File: src/rtl/card_cfg_pkg.sv
package card_cfg_pkg;

  localparam int IDX_W   = 6;
  localparam int REG_W   = 8;
  localparam int SRST_B  = 7;
  localparam int LVL_B   = 6;

  typedef struct packed {
    logic             srst;
    logic             lvl;
    logic [IDX_W-1:0] idx;
  } cfg_reg_t;

  localparam cfg_reg_t CFG_RESET = '0;

endpackage

File: src/rtl/cfg_opt_reg.sv
module cfg_opt_reg
  import card_cfg_pkg::*;
(
  input  logic             clk,
  input  logic             por_n,
  input  logic             hw_rst,
  input  logic             wr_en,
  input  logic [REG_W-1:0] wr_data,
  output cfg_reg_t         cfg
);

  always_ff @(posedge clk or negedge por_n) begin
    if (!por_n) begin
      cfg <= CFG_RESET;
    end else if (hw_rst) begin
      cfg <= CFG_RESET;
    end else if (wr_en) begin
      cfg.srst <= wr_data[SRST_B];
      if (wr_data[SRST_B]) begin
        cfg.lvl <= 1'b0;
        cfg.idx <= '0;
      end else begin
        cfg.lvl <= wr_data[LVL_B];
        cfg.idx <= wr_data[IDX_W-1:0];
      end
    end
  end

endmodule

File: src/rtl/card_reset_seq.sv
module card_reset_seq #(
  parameter int INIT_CYCLES = 1024
) (
  input  logic clk,
  input  logic por_n,
  input  logic rst_pin,
  input  logic srst,
  output logic hw_rst,
  output logic busy
);

  localparam int CW = $clog2(INIT_CYCLES + 1);

  logic          pin_q;
  logic          armed;
  logic          hold;
  logic [CW-1:0] cnt;

  always_ff @(posedge clk or negedge por_n) begin
    if (!por_n) begin
      pin_q <= 1'b1;
      armed <= 1'b0;
    end else begin
      pin_q <= rst_pin;
      if (!pin_q) armed <= 1'b1;
    end
  end

  assign hw_rst = armed & pin_q;
  assign hold   = hw_rst | srst;

  always_ff @(posedge clk or negedge por_n) begin
    if (!por_n) begin
      cnt <= CW'(INIT_CYCLES);
    end else if (hold) begin
      cnt <= CW'(INIT_CYCLES);
    end else if (cnt != '0) begin
      cnt <= cnt - CW'(1);
    end
  end

  assign busy = hold | (cnt != '0);

endmodule

File: src/rtl/irq_shaper.sv
module irq_shaper #(
  parameter int NSRC    = 4,
  parameter int PULSE_W = 4
) (
  input  logic            clk,
  input  logic            por_n,
  input  logic            en,
  input  logic            lvl,
  input  logic [NSRC-1:0] src,
  input  logic            clr,
  output logic            act
);

  localparam int PW = $clog2(PULSE_W + 1);

  logic          req;
  logic [PW-1:0] pcnt;
  logic          pend;

  assign req = |src;

  always_ff @(posedge clk or negedge por_n) begin
    if (!por_n) begin
      pcnt <= '0;
      pend <= 1'b0;
    end else if (!en) begin
      pcnt <= '0;
      pend <= 1'b0;
    end else if (lvl) begin
      pcnt <= '0;
      if (req)      pend <= 1'b1;
      else if (clr) pend <= 1'b0;
    end else begin
      pend <= 1'b0;
      if (pcnt != '0) pcnt <= pcnt - PW'(1);
      else if (req)   pcnt <= PW'(PULSE_W);
    end
  end

  assign act = lvl ? pend : (pcnt != '0);

endmodule

File: src/rtl/card_cfg_irq_ctrl.sv
module card_cfg_irq_ctrl
  import card_cfg_pkg::*;
#(
  parameter int INIT_CYCLES = 1024,
  parameter int PULSE_W     = 4,
  parameter int NSRC        = 4
) (
  input  logic             clk,
  input  logic             por_n,
  input  logic             card_rst_i,
  input  logic             cfg_wr_en_i,
  input  logic [REG_W-1:0] cfg_wr_data_i,
  input  logic [NSRC-1:0]  irq_src_i,
  input  logic             irq_clr_i,
  output logic [REG_W-1:0] cfg_rd_data_o,
  output logic             rdy_irq_n_o
);

  cfg_reg_t cfg;
  logic     hw_rst;
  logic     busy;
  logic     io_mode;
  logic     irq_act;

  cfg_opt_reg u_reg (
    .clk     (clk),
    .por_n   (por_n),
    .hw_rst  (hw_rst),
    .wr_en   (cfg_wr_en_i),
    .wr_data (cfg_wr_data_i),
    .cfg     (cfg)
  );

  card_reset_seq #(.INIT_CYCLES(INIT_CYCLES)) u_seq (
    .clk     (clk),
    .por_n   (por_n),
    .rst_pin (card_rst_i),
    .srst    (cfg.srst),
    .hw_rst  (hw_rst),
    .busy    (busy)
  );

  assign io_mode = (cfg.idx != '0);

  irq_shaper #(.NSRC(NSRC), .PULSE_W(PULSE_W)) u_irq (
    .clk   (clk),
    .por_n (por_n),
    .en    (io_mode & ~busy),
    .lvl   (cfg.lvl),
    .src   (irq_src_i),
    .clr   (irq_clr_i),
    .act   (irq_act)
  );

  assign cfg_rd_data_o = cfg;

  always_comb begin
    if (busy)         rdy_irq_n_o = 1'b0;
    else if (io_mode) rdy_irq_n_o = ~irq_act;
    else              rdy_irq_n_o = 1'b1;
  end

endmodule

File: config.mk
export PLATFORM = sky130hd
export DESIGN_NAME = card_cfg_irq_ctrl
export DESIGN_NICKNAME = d
export VERILOG_FILES = /design/src/rtl/card_cfg_pkg.sv /design/src/rtl/cfg_opt_reg.sv /design/src/rtl/card_reset_seq.sv /design/src/rtl/irq_shaper.sv /design/src/rtl/card_cfg_irq_ctrl.sv
export SDC_FILE = /design/constraint.sdc
export NUM_CORES = 1
export LEC_CHECK = 0
export ABC_AREA = 1
export BUFFER_PORTS_ARGS = -buffer_cell sky130_fd_sc_hd__buf_4
export CAP_MARGIN = 20
export CORE_MARGIN = 2
export CORE_UTILIZATION = 57
export CTS_CLUSTER_DIAMETER = 200
export DETAILED_ROUTE_END_ITERATION = 6
export PLACE_DENSITY = 0.82
export SYNTH_ARGS = -nofsm -noshare
export SYNTH_HDL_FRONTEND = slang
export SYNTH_SLANG_ARGS = --single-unit
File: constraint.sdc
create_clock -name clk -period 3.87 [get_ports clk]
set_input_delay 0.1935 -clock clk [delete_from_list [all_inputs] [get_ports clk]]
set_output_delay 0.1935 -clock clk [all_outputs]
set_load 0.02 [all_outputs]
[After elaboration in Yosys (flattened, before gate mapping)]
Cells that the tools add are included.
Cells by class
  bitwise gates (word level): 6
  add/subtract/negate cells: 2
  mux-type cells: 16
  equal/unequal tests: 2
  reductions and logical operators: 6
Operator list (number)
  11-bit 2-to-1 mux: 2
  8-bit 2-to-1 mux: 2
  3-bit 2-to-1 mux: 4
  11-bit nonzero test: 1
  11-bit by 1-bit subtractor with 11-bit output (second input constant): 1
  4-bit != test (second input constant): 2
  1-bit 2-to-1 mux: 7
  7-bit 2-to-1 mux: 1
  6-bit nonzero test: 1
  2-bit nonzero test: 2
  4-bit OR reduction: 1
  3-bit nonzero test: 1
  3-bit by 1-bit subtractor with 3-bit output (second input constant): 1
  1-bit AND: 2
  1-bit NOT: 2
  1-bit OR: 2
Storage, ports and cells
  bits of input ports: 17
  word-level logic and storage cells: 40
  register bits after elaboration: 25

[Longest topological paths before layout]
Gate-level depths: netlist of run 1.
  depth in word-level cells: 6
  gate-level depth with buffers: 8
  gate-level depth less buffers: 8

[Modules after synthesis]
From an unflattened synthesis of run 1, not the netlist that was laid out.
Unflattened totals
  cells, all modules: 162
  area, all modules: 1283.7 µm²
By module, submodules not included
  card_reset_seq: times used 1, cells each 90, area each 710.7 µm²
  cfg_opt_reg: times used 1, cells each 35, area each 331.6 µm²
  irq_shaper: times used 1, cells each 29, area each 205.2 µm²
  card_cfg_irq_ctrl: times used 1, cells each 8, area each 36.3 µm²

[Worst setup path after synthesis of run 1]
Ideal clock, no wire load.
  path kind: register to output
  start: register u_seq.cnt[0]
  end: output port rdy_irq_n_o
  stages on the path, launching flop included: 7
  arrival: 1.459 ns
  data required time: 3.677 ns
  buffers on the path: 0
  setup slack: 2.218 ns
  cell sequence: dfrtp_1 -> inv_2 -> ha_1 -> nand2_4 -> nor2_8 -> nand3_2 -> a31oi_1
Between the ends
  longest elaborated chain between the ends: 3
RTL lines
  start, declared: line card_reset_seq.sv:17  | logic [CW-1:0] cnt;
  start signal, assigned: line card_reset_seq.sv:34  | cnt <= CW'(INIT_CYCLES);
  start signal, assigned: line card_reset_seq.sv:36  | cnt <= CW'(INIT_CYCLES);
  start signal, assigned: line card_reset_seq.sv:38  | cnt <= cnt - CW'(1);
  11-bit nonzero test: line card_reset_seq.sv:42  | assign busy = hold | (cnt != '0);
  1-bit OR: line card_reset_seq.sv:42
  1-bit 2-to-1 mux: line card_cfg_irq_ctrl.sv:58  | if (busy) rdy_irq_n_o = 1'b0;
  end, declared: line card_cfg_irq_ctrl.sv:16  | output logic rdy_irq_n_o
Every way passes these cells.

[Worst setup path in the final report of run 1]
Same ends and word-level chain as after synthesis.

==> results of run 1 <==
[path summary, 6_finish.rpt]
check | startpoint | end | cells after the start
setup reg to reg | u_seq.cnt[0] | u_seq.cnt[7] | 7
hold reg to reg | u_seq.pin_q | u_seq.armed | 1
max in group asynchronous | por_n | u_seq.cnt[10] | 2
hold / removal | cfg_wr_data_i[5] | u_reg.cfg[5] | 3
min in group asynchronous | por_n | u_seq.cnt[2] | 2
setup / recovery | u_seq.cnt[0] | rdy_irq_n_o | 7
[sequential cells by signal (all words and copies together), names as in the netlist]
signal,count
u_irq.pcnt,3
u_irq.pend,1
u_reg.cfg,8
u_seq.armed,1
u_seq.cnt,11
u_seq.pin_q,1
[worst min-delay path: cells and delay by family]
| family | cells | cell delay (ns) |
|---|---|---|
| buffers and inverters | 1 | 0.10 |
| and+or+nand+nor | 1 | 0.05 |
| AOI/OAI and AO/OA | 1 | 0.05 |
[layout make-up]
| cell class | instances | area [sq um] |
|---|---|---|
| clock inverters | 1 | 5.005 |
| inverters | 17 | 65.06 |
| flip-flops and latches | 25 | 628.1 |
| repair buffers | 27 | 207.7 |
| clock buffers | 3 | 22.52 |
| fillers | 170 | 636.9 |
| well taps | 28 | 35.03 |
| multi-input cells | 107 | 590.6 |
[through the flow]
| stage | instance area, sq um | setup slack, ns | utilization (%) | hold WS (ns) | total power [mW] |
|---|---|---|---|---|---|
| final | 1554 | 1.807 | 70.93 | 0.1047 | 0.8403 |
| after CTS | 1554 | 1.792 | 70.93 | 0.09357 | 0.8460 |
| after floorplan | 1310 | 2.218 | - | -0.1021 | 0.6539 |
| after global placement | 1506 | 2.225 | 68.76 | 0.1076 | 0.7155 |
| after global routing | 1554 | 1.666 | 70.93 | 0.09117 | 0.9113 |
| after detailed placement | 1506 | 2.178 | 68.76 | 0.1105 | 0.7282 |
[kinds of logic (layout without fill, tap and decap cells)]
group                    Yosys count  after routing  synth area share, %
adder cells (fa/ha/maj)            1              1               0.9550
buffers and inverters             20             48                6.971
AND/OR/NAND/NOR                   86             86                34.67
flip-flops                        25             25                47.95
XOR/XNOR                           1              1               0.6687
AO/OA/AOI/OAI                     19             19                8.788
[layer usage]
metal | track usage [%] | wire, um | share of wire, % | vias to the layer above
li1 | - | - | - | 546
met1 | 26.59 | 1076 | 45 | 456
met2 | 37.13 | 1203 | 50 | 26
met3 | 3.736 | 88 | 3.7 | 6
met4 | 10.96 | 36 | 1.5 | 0
met5 | 0 | 0 | 0 | -
[power by group through the flow]
stage / clock [mW] / combinational [mW] / sequential [mW]
final: 0.117 / 0.355 / 0.368
after global routing: 0.131 / 0.404 / 0.376
after CTS: 0.120 / 0.358 / 0.367
after detailed placement: 0 / 0.356 / 0.372
after global placement: 0 / 0.346 / 0.370
after floorplan: 0 / 0.288 / 0.366
[cells in the final DEF (no fill, tap or decap)]
master          n
nand2_1        32
buf_4          25
dfrtp_1        23
nor2_1         18
a21oi_1        10
inv_1           9
nand3_1         7
inv_2           6
nand2_2         5
nor3_1          5
nand4_1         4
nor2_2          3
o21bai_1        3
clkbuf_4        3
or2_2           2
nor2_4          2
nand2_4         2
clkinv_2        2
o21ai_2         2
o21ai_1         2
or2_1           2
dlygate4sd3_1   2
dfstp_2         2
nor2_8          1
nand3_2         1
a31oi_1         1
nand4_4         1
a21oi_2         1
clkinv_1        1
nor3_2          1
xor2_1          1
ha_1            1
==> run metrics, run 1 <==
antenna fix cells=0; pwr dens=540.7 nW/um^2; synthesized flop and latch total=25; CP bufs+invs=2; clock sink count=25; first-pass GRT wire length=approximately 4.3 mm; ANT nets after route=0; grt total ovfl=0; drt wl/cell=11.56 um; Top Ports=26; Net Sw Frac=41.49%; final-report setup violation count=0; Async SR Flop Fraction=100.0%; Yosys top cell by area=dfrtp_1; Hold Crit Class=input port to flip-flop; Final Non-Filler Cells=approximately 210; most frequent cell after synthesis=nand2_1; Slew @ Worst Pin=about 0.55 ns; critical path arrival=approximately 1.9 ns; Fmax=484.7 MHz; Netlist Area Pre-Place=about 1300 sq um; Clk Latency, worst-skew pair=around 0.32 ns; cell-internal power=about 490 uW; leak pwr=between 0.7 and 0.8 nW; largest net degree at the start of global routing=26; PostCTS Resize Cnt=0; register area share after synthesis=a little under half; final WL=about 2.4 mm; total negative slack=0 ns; Die Y=51.94 um; # rows=17; initial antenna violation count=0; Worst slew margin=63.27%; logic gate share of total power=42.3%; critical path required time=between 3 and 4 ns; Crit path max-delay family=flip-flops; top-area cell type share of the netlist area=between 40% and 50%; Yosys Warn Count=0; initial DRC count=11; worst reg2reg setup slack=about 2.3 ns; CP max FO=5; Remaining DRCs=0; clk slew on worst S/H paths=about 0.14 ns; critical path class=flip-flop to output port; Placer Congestion=about 0.84; fin nets=199; sequential share of power=between 40% and 50%; Via density=slightly below 5; EDFF count, synth=0; Core Region=2191 sq um; synth cell count leaders=nand2_1 (32), dfrtp_1 (23), nor2_1 (18); Max Slew Vio Count=0; IR drop worst, VDD=0.0003435 V; CP Launch Type=flip-flop; total global routing track utilization=a little over a fifth; vias in the first global route=approximately 1,000; post-synth cell types=31; maxcap violations=0; final hold vios=0; CTS Buffer Depth=2; hold bufs inserted after CTS=2; Setup Skew=approximately 0.0028 ns; RSZ-0062 raised after global routing=no; fraction of layout cells with a size suffix above 1=about 33%; critical path, cell by cell=inv_2, ha_1, nand2_4, nor2_8, nand3_2, a31oi_1, buf_4; clock share of power=14.0%; Syn Nets=between 150 and 200; Post-synth top flop=dfrtp_1; port bufs=25; slowest cell on the critical path=dfrtp_1; CP endpoint kind=output port; largest stage delay on the critical path=approximately 0.46 ns; # H-tree levels=1; CTS Buf Count=3; die area=about 2700 sq um; DP HPWL=about 1.9 mm; DR pass1 iterations=4; Cells after DPL=202; Chip Width=51.94 um; period utilization=between 50% and 60%; sw power=348.7 uW; min cycle time layout=2.063 ns; CTS tree=yes; Vias=approximately 1,000; CTS Root Buffer Type=clkbuf_4; average instance area after synthesis=between 8 and 9 sq um; post-CTS setup buffer count=0; Starting Density=between 50% and 60%; largest cells by area after synthesis=dfrtp_1 (44%), nand2_1 (9.2%), nor2_1 (5.2%), dfstp_2 (4.0%), a21oi_1 (3.8%); outcome=completed; post-synthesis cell count=152; area added between synthesis and finish=18.62%
(Power assumes the default switching activity.)
==> inputs of run 2 (changes only) <==
CORE_UTILIZATION = 53   (was 57)
PLACE_DENSITY = 0.77   (was 0.82)
clock period = 2 ns   (was 3.87 ns; I/O delays follow)
==> run 2 against run 1 <==
  * First-iteration DRC count grew 82%
  * Setup slack lost 1.6 ns
  * Worst hold slack lost 0.093 ns
==> run metrics, run 2 (synthesis gave the netlist of run 1 again) <==
CTS Buf Count=3 (unchanged); leak pwr=0.7807 nW (was 0.7786 nW); maxcap violations=0 (unchanged); first-pass GRT wire length=3.960 mm (was 4.319 mm); R2R depth=8 (was 7); most common cell after layout, fill and taps aside=nand2_1 (unchanged); most frequent cells in the layout=nand2_1 (32), buf_4 (25), dfrtp_1 (22), nor2_1 (18), a21oi_1 (10) (was nand2_1 (32), buf_4 (25), dfrtp_1 (23), nor2_1 (18), a21oi_1 (10)); CTS Root Buffer Type=clkbuf_4 (unchanged); RSZ-0062 raised after global routing=no (unchanged); Critical Path Sink=rdy_irq_n_o (unchanged); final WL=2.477 mm (was 2.404 mm); Hold Crit Class=input port to flip-flop (unchanged); Slew @ Worst Pin=0.3380 ns (was 0.5503 ns); final-report setup violation count=0 (unchanged); area added between synthesis and finish=20.92% (was 18.62%); drt wl/cell=11.74 um (was 11.56 um); largest net degree at the start of global routing=26 (unchanged); sequential share of power=43.3% (was 43.8%); post-CTS setup buffer count=0 (unchanged); Die Y=53.72 um (was 51.94 um); initial antenna violation count=0 (unchanged); CP max FO=5 (unchanged); Starting Density=54.36% (was 59.79%); period utilization=around nine tenths; critical path required time=1.90 ns (was 3.68 ns); Largest Register=u_seq.cnt (unchanged); Largest register FFs=11 (unchanged); CP endpoint kind=output port (unchanged); Core Region=2410 sq um (was 2191 sq um); clk slew on worst S/H paths=0.13 ns (was 0.14 ns); pwr dens=1047 nW/um^2 (was 540.7 nW/um^2); min cycle time layout=around 1.8 ns; grt total ovfl=0 (unchanged); sw power=686.2 uW (was 348.7 uW); Net Sw Frac=41.38% (was 41.49%); antenna fix cells=0 (unchanged); Final Non-Filler Cells=211 (was 208); worst reg2reg setup slack=0.63 ns (was 2.33 ns); fraction of layout cells with a size suffix above 1=33.15% (was 32.78%); total power=1.658 mW (was 840.3 uW); Worst Hold Launch=cfg_wr_data_i[6] (was cfg_wr_data_i[5]); crit path from=u_seq.cnt[0] (unchanged); clock share of power=13.7% (was 14.0%); end of the worst register-to-register path=u_seq.cnt[0] (was u_seq.cnt[7]); vias in the first global route=960 (was 1,004); # rows=18 (was 17); initial DRC count=20 (was 11); Placer Congestion=0.8519 (was 0.8392); critical path class=flip-flop to output port (unchanged); ANT nets after route=0 (unchanged); logic gate share of total power=43.0% (was 42.3%); Worst slew margin=77.41% (was 63.27%); CP Launch Type=flip-flop (unchanged); Remaining DRCs=0 (unchanged); Top Ports=26 (unchanged); DR pass1 iterations=4 (unchanged); CTS tree=yes (unchanged); outcome=completed (unchanged); Via density=5.066 (was 4.971); CTS Buffer Depth=2 (unchanged); Clk Latency, worst-skew pair=0.32 ns (about the same); Cells after DPL=204 (was 202); Setup Skew=0.004490 ns (was 0.002796 ns); Chip Width=53.72 um (was 51.94 um); Vias=1,069 (was 1,034); clock sink count=25 (unchanged); Regs by FF count=u_seq.cnt x11, u_reg.cfg x8, u_irq.pcnt x3 (unchanged); Fmax=roughly 550 MHz; # H-tree levels=1 (unchanged); reg2reg start=u_seq.cnt[0] (unchanged); DP HPWL=1.896 mm (was 1.912 mm); port bufs=25 (unchanged); Max Slew Vio Count=0 (unchanged); critical path arrival=1.72 ns (was 1.87 ns); die area=2885 sq um (was 2698 sq um); total negative slack=0 ns (unchanged); IR drop worst, VDD=0.0005769 V (was 0.0003435 V); total global routing track utilization=18.85% (was 21.89%); fin nets=200 (was 199); Hold Slack=0.01150 ns (was 0.1047 ns); cell-internal power=972.1 uW (was 491.6 uW); final hold vios=0 (unchanged)
==> run 2: worst max-delay path: stages, from the launching register on <==
cell and delay, ns:
dfrtp_2 0.46, inv_2 0.11, ha_4 0.17, nand2_4 0.07
nor2_8 0.16, nand3_2 0.10, a31oi_1 0.17, buf_4 0.16
==> run 2: per-layer routing <==
| layer | vias up | part of all wire, % | wire [um] | track usage [%] |
|---|---|---|---|---|
| met5 | - | 0 | 0 | 0 |
| met4 | 0 | 1.7 | 42 | 8.974 |
| met3 | 5 | 3.5 | 86 | 2.778 |
| met2 | 21 | 49 | 1212 | 32.52 |
| met1 | 503 | 46 | 1135 | 22.82 |
| li1 | 540 | - | - | - |
==> run 2: stage by stage <==
stage	instance area [sq um]	setup WS [ns]	util (%)
floorplan	1310	0.4414	-
global placement	1509	0.4434	62.62
detailed placement	1509	0.4198	62.62
CTS	1555	0.04584	64.54
global route	1584	0.03105	65.73
finish	1584	0.1756	65.73
==> run 2: how the worst min path moves through the flow <==
stage                                to  slack (ns)  cells after the start
final                      u_reg.cfg[6]        0.01                      3
after detailed placement   u_seq.cnt[2]        0.02                      1
after CTS                  u_reg.cfg[4]       0.007                      3
after floorplan           u_irq.pcnt[0]       -0.20                      0
after global placement     u_seq.cnt[2]        0.01                      1
after global routing       u_reg.cfg[3]       0.004                      3
==> run 2: final cells by class <==
cell class	instances	area, sq um
fillers	201	825.8
flip-flops and latches	25	629.4
multi-input cells	107	608.1
repair buffers	28	217.7
inverters	17	65.06
well taps	30	37.54
clock buffers	4	26.28
==> run 2: power by group through the flow <==
stage	Clock [mW]	Sequential (mW)	Combinational [mW]
2_1_floorplan	0	0.707	0.558
3_3_place_gp	0	0.720	0.671
3_5_place_dp	0	0.722	0.691
4_1_cts	0.231	0.714	0.696
5_1_grt	0.258	0.728	0.790
6_report	0.227	0.718	0.713
==> run 2: what timing repair did <==
| item | CTS | global route |
|---|---|---|
| endpoints found under the hold margin | 26 | 1 |
| setup endpoints to repair | 0 | 1 |
| resized for setup | 0 | 4 |
| hold buffers | 2 | 1 |
